--- src/rtl/pf_pkg.sv ---
package pf_pkg;
  localparam logic [3:0] CMD_IORD  = 4'b0010;
  localparam logic [3:0] CMD_MRD   = 4'b0110;
  localparam logic [3:0] CMD_CFGRD = 4'b1010;
  localparam logic [3:0] CMD_MRM   = 4'b1100;
  localparam logic [3:0] CMD_MRL   = 4'b1110;

  localparam int PAGE_W = 20;

  typedef enum logic {ST_IDLE, ST_ACTIVE} pf_state_e;

  // inclusive page window test
  function automatic logic page_in_window(input logic [PAGE_W-1:0] page,
                                          input logic [PAGE_W-1:0] lo,
                                          input logic [PAGE_W-1:0] hi);
    return (page >= lo) && (page <= hi);
  endfunction

  // permission rule: command, origin side, window hit, secondary enable
  function automatic logic prefetch_ok(input logic [3:0] cmd,
                                       input logic       from_sec,
                                       input logic       win_hit,
                                       input logic       sec_en);
    if (cmd == CMD_MRM || cmd == CMD_MRL) return 1'b1;
    if (cmd == CMD_MRD) return from_sec ? sec_en : win_hit;
    return 1'b0;
  endfunction

  function automatic logic [3:0] upgrade_cmd(input logic [3:0] cmd);
    return (cmd == CMD_MRD) ? CMD_MRL : cmd;
  endfunction
endpackage

--- src/rtl/pf_cfg.sv ---
module pf_cfg
  import pf_pkg::*;
(
  input  logic              clk,
  input  logic              rst_n,
  input  logic              wr,
  input  logic [1:0]        sel,
  input  logic [31:0]       wdata,
  output logic [PAGE_W-1:0] win_lo,
  output logic [PAGE_W-1:0] win_hi,
  output logic              sec_en
);
  always_ff @(posedge clk or negedge rst_n) begin
    if (!rst_n) begin
      win_lo <= '1;
      win_hi <= '0;
      sec_en <= 1'b0;
    end else if (wr) begin
      case (sel)
        2'd0:    win_lo <= wdata[31:32-PAGE_W];
        2'd1:    win_hi <= wdata[31:32-PAGE_W];
        2'd2:    sec_en <= wdata[0];
        default: ;
      endcase
    end
  end
endmodule

--- src/rtl/pf_decide.sv ---
module pf_decide
  import pf_pkg::*;
#(
  parameter bit WIN_PRESENT = 1'b1
) (
  input  logic [3:0]        cmd,
  input  logic              from_sec,
  input  logic [31:0]       addr,
  input  logic [3:0]        be,
  input  logic [PAGE_W-1:0] win_lo,
  input  logic [PAGE_W-1:0] win_hi,
  input  logic              sec_en,
  output logic              pf,
  output logic [3:0]        out_cmd,
  output logic [3:0]        out_be
);
  logic win_hit;

  generate
    if (WIN_PRESENT) begin : g_win
      assign win_hit = page_in_window(addr[31:32-PAGE_W], win_lo, win_hi);
    end else begin : g_nowin
      assign win_hit = 1'b0;
    end
  endgenerate

  always_comb begin
    pf      = prefetch_ok(cmd, from_sec, win_hit, sec_en);
    out_cmd = pf ? upgrade_cmd(cmd) : cmd;
    out_be  = pf ? 4'hF : be;
  end
endmodule

--- src/rtl/pf_fifo.sv ---
module pf_fifo #(
  parameter int DEPTH  = 8,
  parameter int DATA_W = 32,
  localparam int AW    = $clog2(DEPTH),
  localparam int CW    = $clog2(DEPTH + 1)
) (
  input  logic              clk,
  input  logic              rst_n,
  input  logic              flush,
  input  logic              push,
  input  logic [DATA_W-1:0] wdata,
  input  logic              pop,
  output logic [DATA_W-1:0] rdata,
  output logic [CW-1:0]     count
);
  logic [DATA_W-1:0] mem [DEPTH];
  logic [AW-1:0]     wp, rp;
  logic              do_push, do_pop;

  assign do_push = push && (count < CW'(DEPTH));
  assign do_pop  = pop && (count != '0);
  assign rdata   = mem[rp];

  always_ff @(posedge clk) begin
    if (do_push) mem[wp] <= wdata;
  end

  always_ff @(posedge clk or negedge rst_n) begin
    if (!rst_n) begin
      wp <= '0; rp <= '0; count <= '0;
    end else if (flush) begin
      wp <= '0; rp <= '0; count <= '0;
    end else begin
      if (do_push) wp <= (wp == AW'(DEPTH-1)) ? '0 : wp + 1'b1;
      if (do_pop)  rp <= (rp == AW'(DEPTH-1)) ? '0 : rp + 1'b1;
      count <= count + CW'(do_push) - CW'(do_pop);
    end
  end
endmodule

--- src/rtl/bridge_prefetch_ctrl.sv ---
module bridge_prefetch_ctrl
  import pf_pkg::*;
#(
  parameter bit WIN_PRESENT = 1'b1,
  parameter int BURST_LEN   = 8,
  localparam int LW         = $clog2(BURST_LEN + 1)
) (
  input  logic          clk,
  input  logic          rst_n,
  input  logic          cfg_wr,
  input  logic [1:0]    cfg_sel,
  input  logic [31:0]   cfg_wdata,
  input  logic          req_valid,
  output logic          req_ready,
  input  logic [3:0]    req_cmd,
  input  logic          req_from_sec,
  input  logic [31:0]   req_addr,
  input  logic [3:0]    req_be,
  input  logic          req_done,
  output logic          dst_valid,
  output logic [3:0]    dst_cmd,
  output logic [31:0]   dst_addr,
  output logic [3:0]    dst_be,
  output logic [LW-1:0] dst_len,
  input  logic          dst_rdata_valid,
  input  logic [31:0]   dst_rdata,
  output logic          rsp_valid,
  output logic [31:0]   rsp_data,
  input  logic          rsp_ready
);
  logic [PAGE_W-1:0] win_lo, win_hi;
  logic              sec_en;
  logic              dec_pf;
  logic [3:0]        dec_cmd, dec_be;
  pf_state_e         st;
  logic [LW-1:0]     recv_cnt;

  // named events for the checker
  logic          accept_evt, fifo_push, fifo_flush, fifo_pop;
  logic [LW-1:0] fifo_cnt;

  pf_cfg u_cfg (
    .clk, .rst_n, .wr(cfg_wr), .sel(cfg_sel), .wdata(cfg_wdata),
    .win_lo, .win_hi, .sec_en
  );

  pf_decide #(.WIN_PRESENT(WIN_PRESENT)) u_dec (
    .cmd(req_cmd), .from_sec(req_from_sec), .addr(req_addr), .be(req_be),
    .win_lo, .win_hi, .sec_en,
    .pf(dec_pf), .out_cmd(dec_cmd), .out_be(dec_be)
  );

  assign req_ready  = (st == ST_IDLE);
  assign accept_evt = req_valid && req_ready;
  assign fifo_flush = (st == ST_ACTIVE) && req_done;
  assign fifo_push  = (st == ST_ACTIVE) && !req_done && dst_rdata_valid
                      && (recv_cnt < dst_len);
  assign fifo_pop   = rsp_ready;
  assign rsp_valid  = (fifo_cnt != '0);

  pf_fifo #(.DEPTH(BURST_LEN), .DATA_W(32)) u_buf (
    .clk, .rst_n, .flush(fifo_flush), .push(fifo_push), .wdata(dst_rdata),
    .pop(fifo_pop), .rdata(rsp_data), .count(fifo_cnt)
  );

  always_ff @(posedge clk or negedge rst_n) begin
    if (!rst_n) begin
      st        <= ST_IDLE;
      dst_valid <= 1'b0;
      dst_cmd   <= '0;
      dst_addr  <= '0;
      dst_be    <= '0;
      dst_len   <= '0;
      recv_cnt  <= '0;
    end else begin
      dst_valid <= 1'b0;
      case (st)
        ST_IDLE: if (accept_evt) begin
          st        <= ST_ACTIVE;
          dst_valid <= 1'b1;
          dst_cmd   <= dec_cmd;
          dst_addr  <= req_addr;
          dst_be    <= dec_be;
          dst_len   <= dec_pf ? LW'(BURST_LEN) : LW'(1);
          recv_cnt  <= '0;
        end
        ST_ACTIVE: begin
          if (req_done)       st       <= ST_IDLE;
          else if (fifo_push) recv_cnt <= recv_cnt + 1'b1;
        end
        default: st <= ST_IDLE;
      endcase
    end
  end
endmodule

--- config.mk ---
export PLATFORM = sky130hd
export DESIGN_NAME = bridge_prefetch_ctrl
export DESIGN_NICKNAME = d
export VERILOG_FILES = /design/src/rtl/pf_pkg.sv /design/src/rtl/pf_cfg.sv /design/src/rtl/pf_decide.sv /design/src/rtl/pf_fifo.sv /design/src/rtl/bridge_prefetch_ctrl.sv
export SDC_FILE = /design/constraint.sdc
export NUM_CORES = 1
export LEC_CHECK = 0
export BUFFER_PORTS_ARGS = -buffer_cell sky130_fd_sc_hd__buf_2
export CORE_AREA = 4 4 177 179
export CTS_BUF_LIST = sky130_fd_sc_hd__clkbuf_2 sky130_fd_sc_hd__clkbuf_4 sky130_fd_sc_hd__clkbuf_8
export DETAILED_ROUTE_END_ITERATION = 16
export DIE_AREA = 0 0 181 183
export PLACE_DENSITY = 0.7
export SYNTH_ARGS = -nofsm -noshare
export SYNTH_HDL_FRONTEND = slang
export SYNTH_SLANG_ARGS = --single-unit
--- constraint.sdc ---
create_clock -name clk -period 7.35 [get_ports clk]
set_input_delay 1.47 -clock clk [delete_from_list [all_inputs] [get_ports clk]]
set_output_delay 1.47 -clock clk [all_outputs]
set_load 0.005 [all_outputs]
; ---- Yosys cells after proc, flatten, opt, wreduce, memory -nomap -nowiden
; Memories as Yosys holds them, arrays and structs flattened.
; Cells that the tools add are included.
[word_totals]
regBits = 101
latchBits = 0
mem_bits_rw = 256
romBits = 0
inputBits = 114
output_inout_bits = 79
word_cells = 82
mem_count = 1
[classes]
addsub = 5
n_mul = 0
div = 0
order_cmp = 4
n_eq_ne = 10
shifts = 0
muxes = 29
bitwise = 1
n_reduce_logical = 19
[mem_list]
columns = name, depth, word_bits, read_ports, rd_clocked_by_memory_dff, write_ports, line_no
row1 = u_buf.mem, 8, 32, 1, 0, 1, pf_fifo.sv:16  ; logic [DATA_W-1:0] mem [DEPTH];
[op_table]
columns = cell, count
row1 = $mux 4, 8
row2 = $ge 20x20->1, 1
row3 = $le 20x20->1, 1
row4 = $mux 3, 6
row5 = $mux 1, 13
row6 = $eq 4x4->1 const B, 2
row7 = $logic_and 1x1->1, 8
row8 = $pmux 4 s2, 1
row9 = $reduce_and 2->1, 4
row10 = $add 3x1->3 const B, 2
row11 = $eq 3x3->1 const B, 2
row12 = $add 4x1->4, 1
row13 = $add 4x1->4 const B, 1
row14 = $eq 4x3->1 const B, 1
row15 = $lt 4x4->1, 1
row16 = $lt 4x4->1 const B, 1
row17 = $ne 2x1->1 const B, 2
row18 = $reduce_bool 2->1, 2
row19 = $reduce_bool 4->1, 1
row20 = $sub 4x1->4, 1
row21 = $reduce_and 3->1, 1
row22 = $eq 2x1->1 const B, 1
row23 = $eq 2x2->1 const B, 1
row24 = $logic_not 2->1, 1
row25 = 5 further kinds, 5

; ---- Logic depth before layout (Yosys ltp)
[logic_depth]
depth_word = 8
ltp_mapped = 12
depth_no_buf = 12

; ---- Cells and area by module
; A second synthesis with hierarchy kept.
[unflattened]
cells_unflattened = 898
hier_area_um2 = 14916.8
[modules_own_cells]
columns = module, instances, cells_per_inst, area_per_inst_um2, seq_area_each_um2
row1 = pf_fifo, 1, 443, 10338.7, 7937.6
row2 = bridge_prefetch_ctrl, 1, 210, 1909.3, 1201.2
row3 = pf_cfg, 1, 89, 1565.3, 1051.0
row4 = pf_decide, 1, 156, 1103.6, 0.0

; ---- Worst setup path before layout
; Ideal clock, no wire load.
[synth_path]
path_type = input to register
start = input req_done
end = memory u_buf.mem[2][0] (enable)
setup_ns = 0.468
arrival_time_ns = 4.725
required_time_ns = 6.882
slack_ns = 2.157
path_stages = 6
path_buffers = 1
path_cell_list = nand2b_1 -> and4bb_4 -> and2_4 -> buf_6 -> nand2b_1 -> nor3b_1
[synth_between]
elab_chain_len = 7
[synth_rtl]
columns = item, line_no
row1 = "start, declared", bridge_prefetch_ctrl.sv:19  ; input logic req_done,
row2 = $logic_not 1->1, bridge_prefetch_ctrl.sv:56  ; assign fifo_push = (st == ST_ACTIVE) && !req_done && dst_rdata_valid
row3 = $logic_and 1x1->1 (2 in series), bridge_prefetch_ctrl.sv:56
row4 = $logic_and 1x1->1, bridge_prefetch_ctrl.sv:57  ; && (recv_cnt < dst_len);
row5 = $logic_and 1x1->1, pf_fifo.sv:20  ; assign do_push = push && (count < CW'(DEPTH));
row6 = $mux 1, pf_fifo.sv:25  ; if (do_push) mem[wp] <= wdata;
row7 = $mux 1 (implied by the code), pf_fifo.sv:25
row8 = "end, declared", pf_fifo.sv:16
; No other way between the ends.

; ---- Worst setup path after layout
[layout_path]
start = register u_buf.rp[0]
end = output rsp_data[25]
[layout_between]
elab_chain_len = 1
[layout_rtl]
columns = item, line_no
row1 = "start, declared", pf_fifo.sv:17  ; logic [AW-1:0] wp, rp;
row2 = "start signal, assigned", pf_fifo.sv:35  ; if (do_pop) rp <= (rp == AW'(DEPTH-1)) ? '0 : rp + 1'b1;
row3 = $mem_v2 8x32, -
row4 = "end, declared", bridge_prefetch_ctrl.sv:28  ; output logic [31:0] rsp_data,
; No other way between the ends.

==> impl_summary.txt <==
----------------------------------------------------
[Clock tree]
  Setup Buffers After CTS ... 0
  Number of sinks handled by clock tree synthesis ... 355
  Clock-pin slew on the worst setup and hold paths ... 60 ps
  Clk buf depth ... 3
  Post-CTS Resized ... 0
  Clk Latency, worst-skew pair ... 590 ps
  Clock root buffer ... clkbuf_8
  Clock tree from TritonCTS ... built
  CTS Hold Bufs ... 0
  CTS HTree Levels ... 2
  TritonCTS buffer count ... 56

[Logic synthesis]
  Parity-gate share of the synthesized area counting xor and xnor cells ... 0.240%
  Adder and majority gate portion of the synthesized area ... 4.50%
  Number of synthesized flops with an enable pin ... 256
  Main combinational cell family by area after synthesis ... multiplexers
  Portion of netlist area occupied by mux cells ... 14.1%
  Mapped Avg Cell Area ... 16.3 um2
  Area of the mapped netlist ... 14,600 um2
  Post-synth ARST share ... 27.9%
  Compound-gate portion of the synthesized area ... 2.67%
  Sequential area share after synthesis ... 69.7%
  Synth cell types ... 51
  Area fraction in and, or, nand and nor cells after synthesis ... 6.45%
  Yosys warning count ... 0
  FF+latch count, synth ... 355
  Most instantiated flip-flop cell in the synthesis netlist ... edfxtp_1
  Post-Syn Instances ... 896

[Pwr]
  Switch share ... 26.6%
  Switching power ... 1430 uW
  Power Internal ... 3960 uW
  Largest voltage drop on the vdd net ... 0.201 mV
  Part of the total power dissipated in combinational logic ... 22.4%
  Sequential group share of total power ... 45.1%
  Relative contribution of the clock network to total power ... 32.5%
  Power density over cell area ... 313 nW/um2
  Cell leakage power ... 0.00675 uW

[GRT]
  Wire length of the first global-routing pass ... 46,600 um
  Maximum number of pins on one net before global-route repair ... 62
  Vias in the first global route ... 8,657
  Overall routing resource usage ... 17.7%
  Leftover overflow at the end of global routing ... 0
  Number of antenna violations at the first check in global routing ... 6

[STA]
  Number of slew-limit violations in the final report ... 0
  Final hold violation count ... 0
  Setup-violating endpoint count in the final report ... 0
  Final Cycle Share ... 63.0%
  Normalized max-slew margin ... 23.5%
  Post-layout min period ... 4630 ps
  Worst-Margin Slew ... 1140 ps
  Layout Skew ... 25.2 ps
  Setup repair after global routing missed its margin ... false
  Setup TNS ... 0 ps
  Achievable frequency ... 216 MHz

[Cells and area]
  Leading cell type in the layout, fill and taps excluded ... edfxtp_1
  Commonest non-fill, non-tap cells in the layout ... 256 x edfxtp_1, 178 x buf_2, 148 x nand2_1
  Finished Layout Cells ... 1,551
  Fraction of final layout cells sized beyond drive strength 1 ... 38.1%
  Storage cell area ... 10,200 um2
  FILL cells ... 2,289
  Area of the multi-input gates ... 4140 um2
  Final layout net count ... 1,277
  Layout area overhead ... 17.8%

[Worst setup path]
  Kind of capture point of the worst setup path ... primary output
  Worst Path Required ... 5880 ps
  Crit path largest cell delay ... 870 ps
  Arrival @ worst endpoint ... 3160 ps
  Worst path cell trace ... buf_4 > mux4_2 > mux2_2 > buf_2
  Crit start category ... register
  Worst Path Class, Setup ... reg -> out
  Critical Path Fanout Max ... 34
  CP max-delay cell ... dfrtp_4

[Die]
  Total die area ... 33,100 um2
  Core area ... 29,600 um2
  Height of the die ... 183 um
  Number of primary I/O pins ... 193
  Starting Density ... 49.5%
  Die X-Extent ... 181 um
  Placement row count ... 63

[Drt]
  Per-cell routed wire length ... 18.7 um
  Starting DRC count in detailed routing ... 378
  Number of detailed-routing iterations run before antenna repair ... 4
  Final wirelength ... 29,100 um
  Via count of the routed design ... 8,141
  Count of unresolved DRC violations after routing ... 0
  Top layer used by detailed routing ... met5
  Amount of wire on met2 after detailed routing ... 14,200 um
  Detailed route wirelength on metal3 ... 2270 um
  M1 wire length ... 12,100 um
  Via/cell ratio ... 5.25
  Antenna Violating Nets Remaining ... 0

[Placed design]
  Sum of net half-perimeters after detailed placement ... 17,500 um
  Placed cells ... 1,443
  I/O Buffers ... 179
  Weighted congestion reported at the end of routability-driven placement ... 0.795

[Hold path]
  Worst min-delay path class ... reg -> reg

[Outcome]
  Status ... complete, no violations

[Run]
  Max-cap violations ... 0

----------------------------------------------------
-- flip-flops by register name, summed over array words and instances (netlist names) --
register and cells:
dst_be 4, u_cfg.win_lo 20, u_buf.wp 3, u_buf.rp 3, dst_len 2, dst_valid 1, u_buf.mem 256, u_cfg.sec_en 1
dst_addr 32, dst_cmd 4, u_buf.count 4, st 1, u_cfg.win_hi 20, recv_cnt 4
-- through the flow --
step | utilization [%] | setup slack, ps | hold slack, ps | total power (uW) | cell area, um2
final | 58.3 | 2720 | 472 | 5390 | 17200
after global placement | 54.2 | 2860 | 454 | 3690 | 16000
after CTS | 58.3 | 2560 | 471 | 5490 | 17200
after floorplan | - | 2160 | 470 | 3280 | 14600
after detailed placement | 54.2 | 2840 | 456 | 3710 | 16000
after global routing | 58.3 | 2420 | 495 | 5720 | 17200
-- area by class of cell --
| class | instances | share of cell area (%) |
|---|---|---|
| Inverter | 51 | 1.11 |
| Sequential cell | 355 | 59.1 |
| Clock inverter | 30 | 1.54 |
| Clock buffer | 76 | 5.52 |
| Multi-Input combinational cell | 455 | 24.0 |
| Timing Repair Buffer | 192 | 5.78 |
| Antenna cell | 2 | 0.0290 |
| Tap cell | 390 | 2.83 |
-- Yosys cell counts, drive strengths merged (6+ instances only) --
cell    number  area share (%)
nand3        6            0.21
o21ai       30             1.0
mux2        54             4.2
ha          51             4.4
inv         51             1.3
nor2        15            0.38
a21oi       17            0.58
nand4        7            0.30
clkbuf      25            0.64
dfrtp       79              14
nand2      149             3.8
mux4        64             9.9
edfxtp     256              53
dfstp       20             3.6
nor3         7            0.24
buf         11            0.43
-- cells by family (layout without fill, tap and decap cells) --
logic type	after synthesis	in the layout
and+or+nand+nor	212	212
other	1	4
DFF	355	355
AOI/OAI and AO/OA	66	66
xor gates and xnor gates	4	4
adders and majority gates	52	52
muxes	119	119
buffers and inverters	87	349
-- critical path, delay by kind of cell (launching register included) --
kind     cells  cell delay, ps
buf+inv      2             790
flops        1             870
mux          2             880
-- path summary, 6_finish.rpt --
| kind | from | cells after the start | to | slack (ps) |
|---|---|---|---|---|
| max in group asynchronous | rst_n | 2 | u_buf.rp[0] | 5250 |
| hold / removal | dst_addr[23] | 2 | dst_addr[23] | 470 |
| setup / recovery | u_buf.rp[0] | 4 | rsp_data[25] | 2720 |
| setup reg to reg | st | 8 | dst_len[0] | 3980 |
| hold reg to reg | dst_addr[23] | 2 | dst_addr[23] | 470 |
| min in group asynchronous | rst_n | 1 | dst_addr[17] | 870 |
-- power by group through the flow --
stage | combinational, uW | clock, uW | sequential [uW]
2_1_floorplan | 888 | 0 | 2390
3_3_place_gp | 1220 | 0 | 2470
3_5_place_dp | 1240 | 0 | 2480
4_1_cts | 1240 | 1810 | 2440
5_1_grt | 1350 | 1910 | 2460
6_report | 1210 | 1750 | 2430
-- layer usage --
| layer | global-route usage (%) | vias up |
|---|---|---|
| li1 | - | 3792 |
| met5 | 0 | - |
| met3 | 5.24 | 42 |
| met1 | 23.3 | 4046 |
| met2 | 29.4 | 251 |
| met4 | 4.38 | 10 |
(Power assumes the default switching activity.)
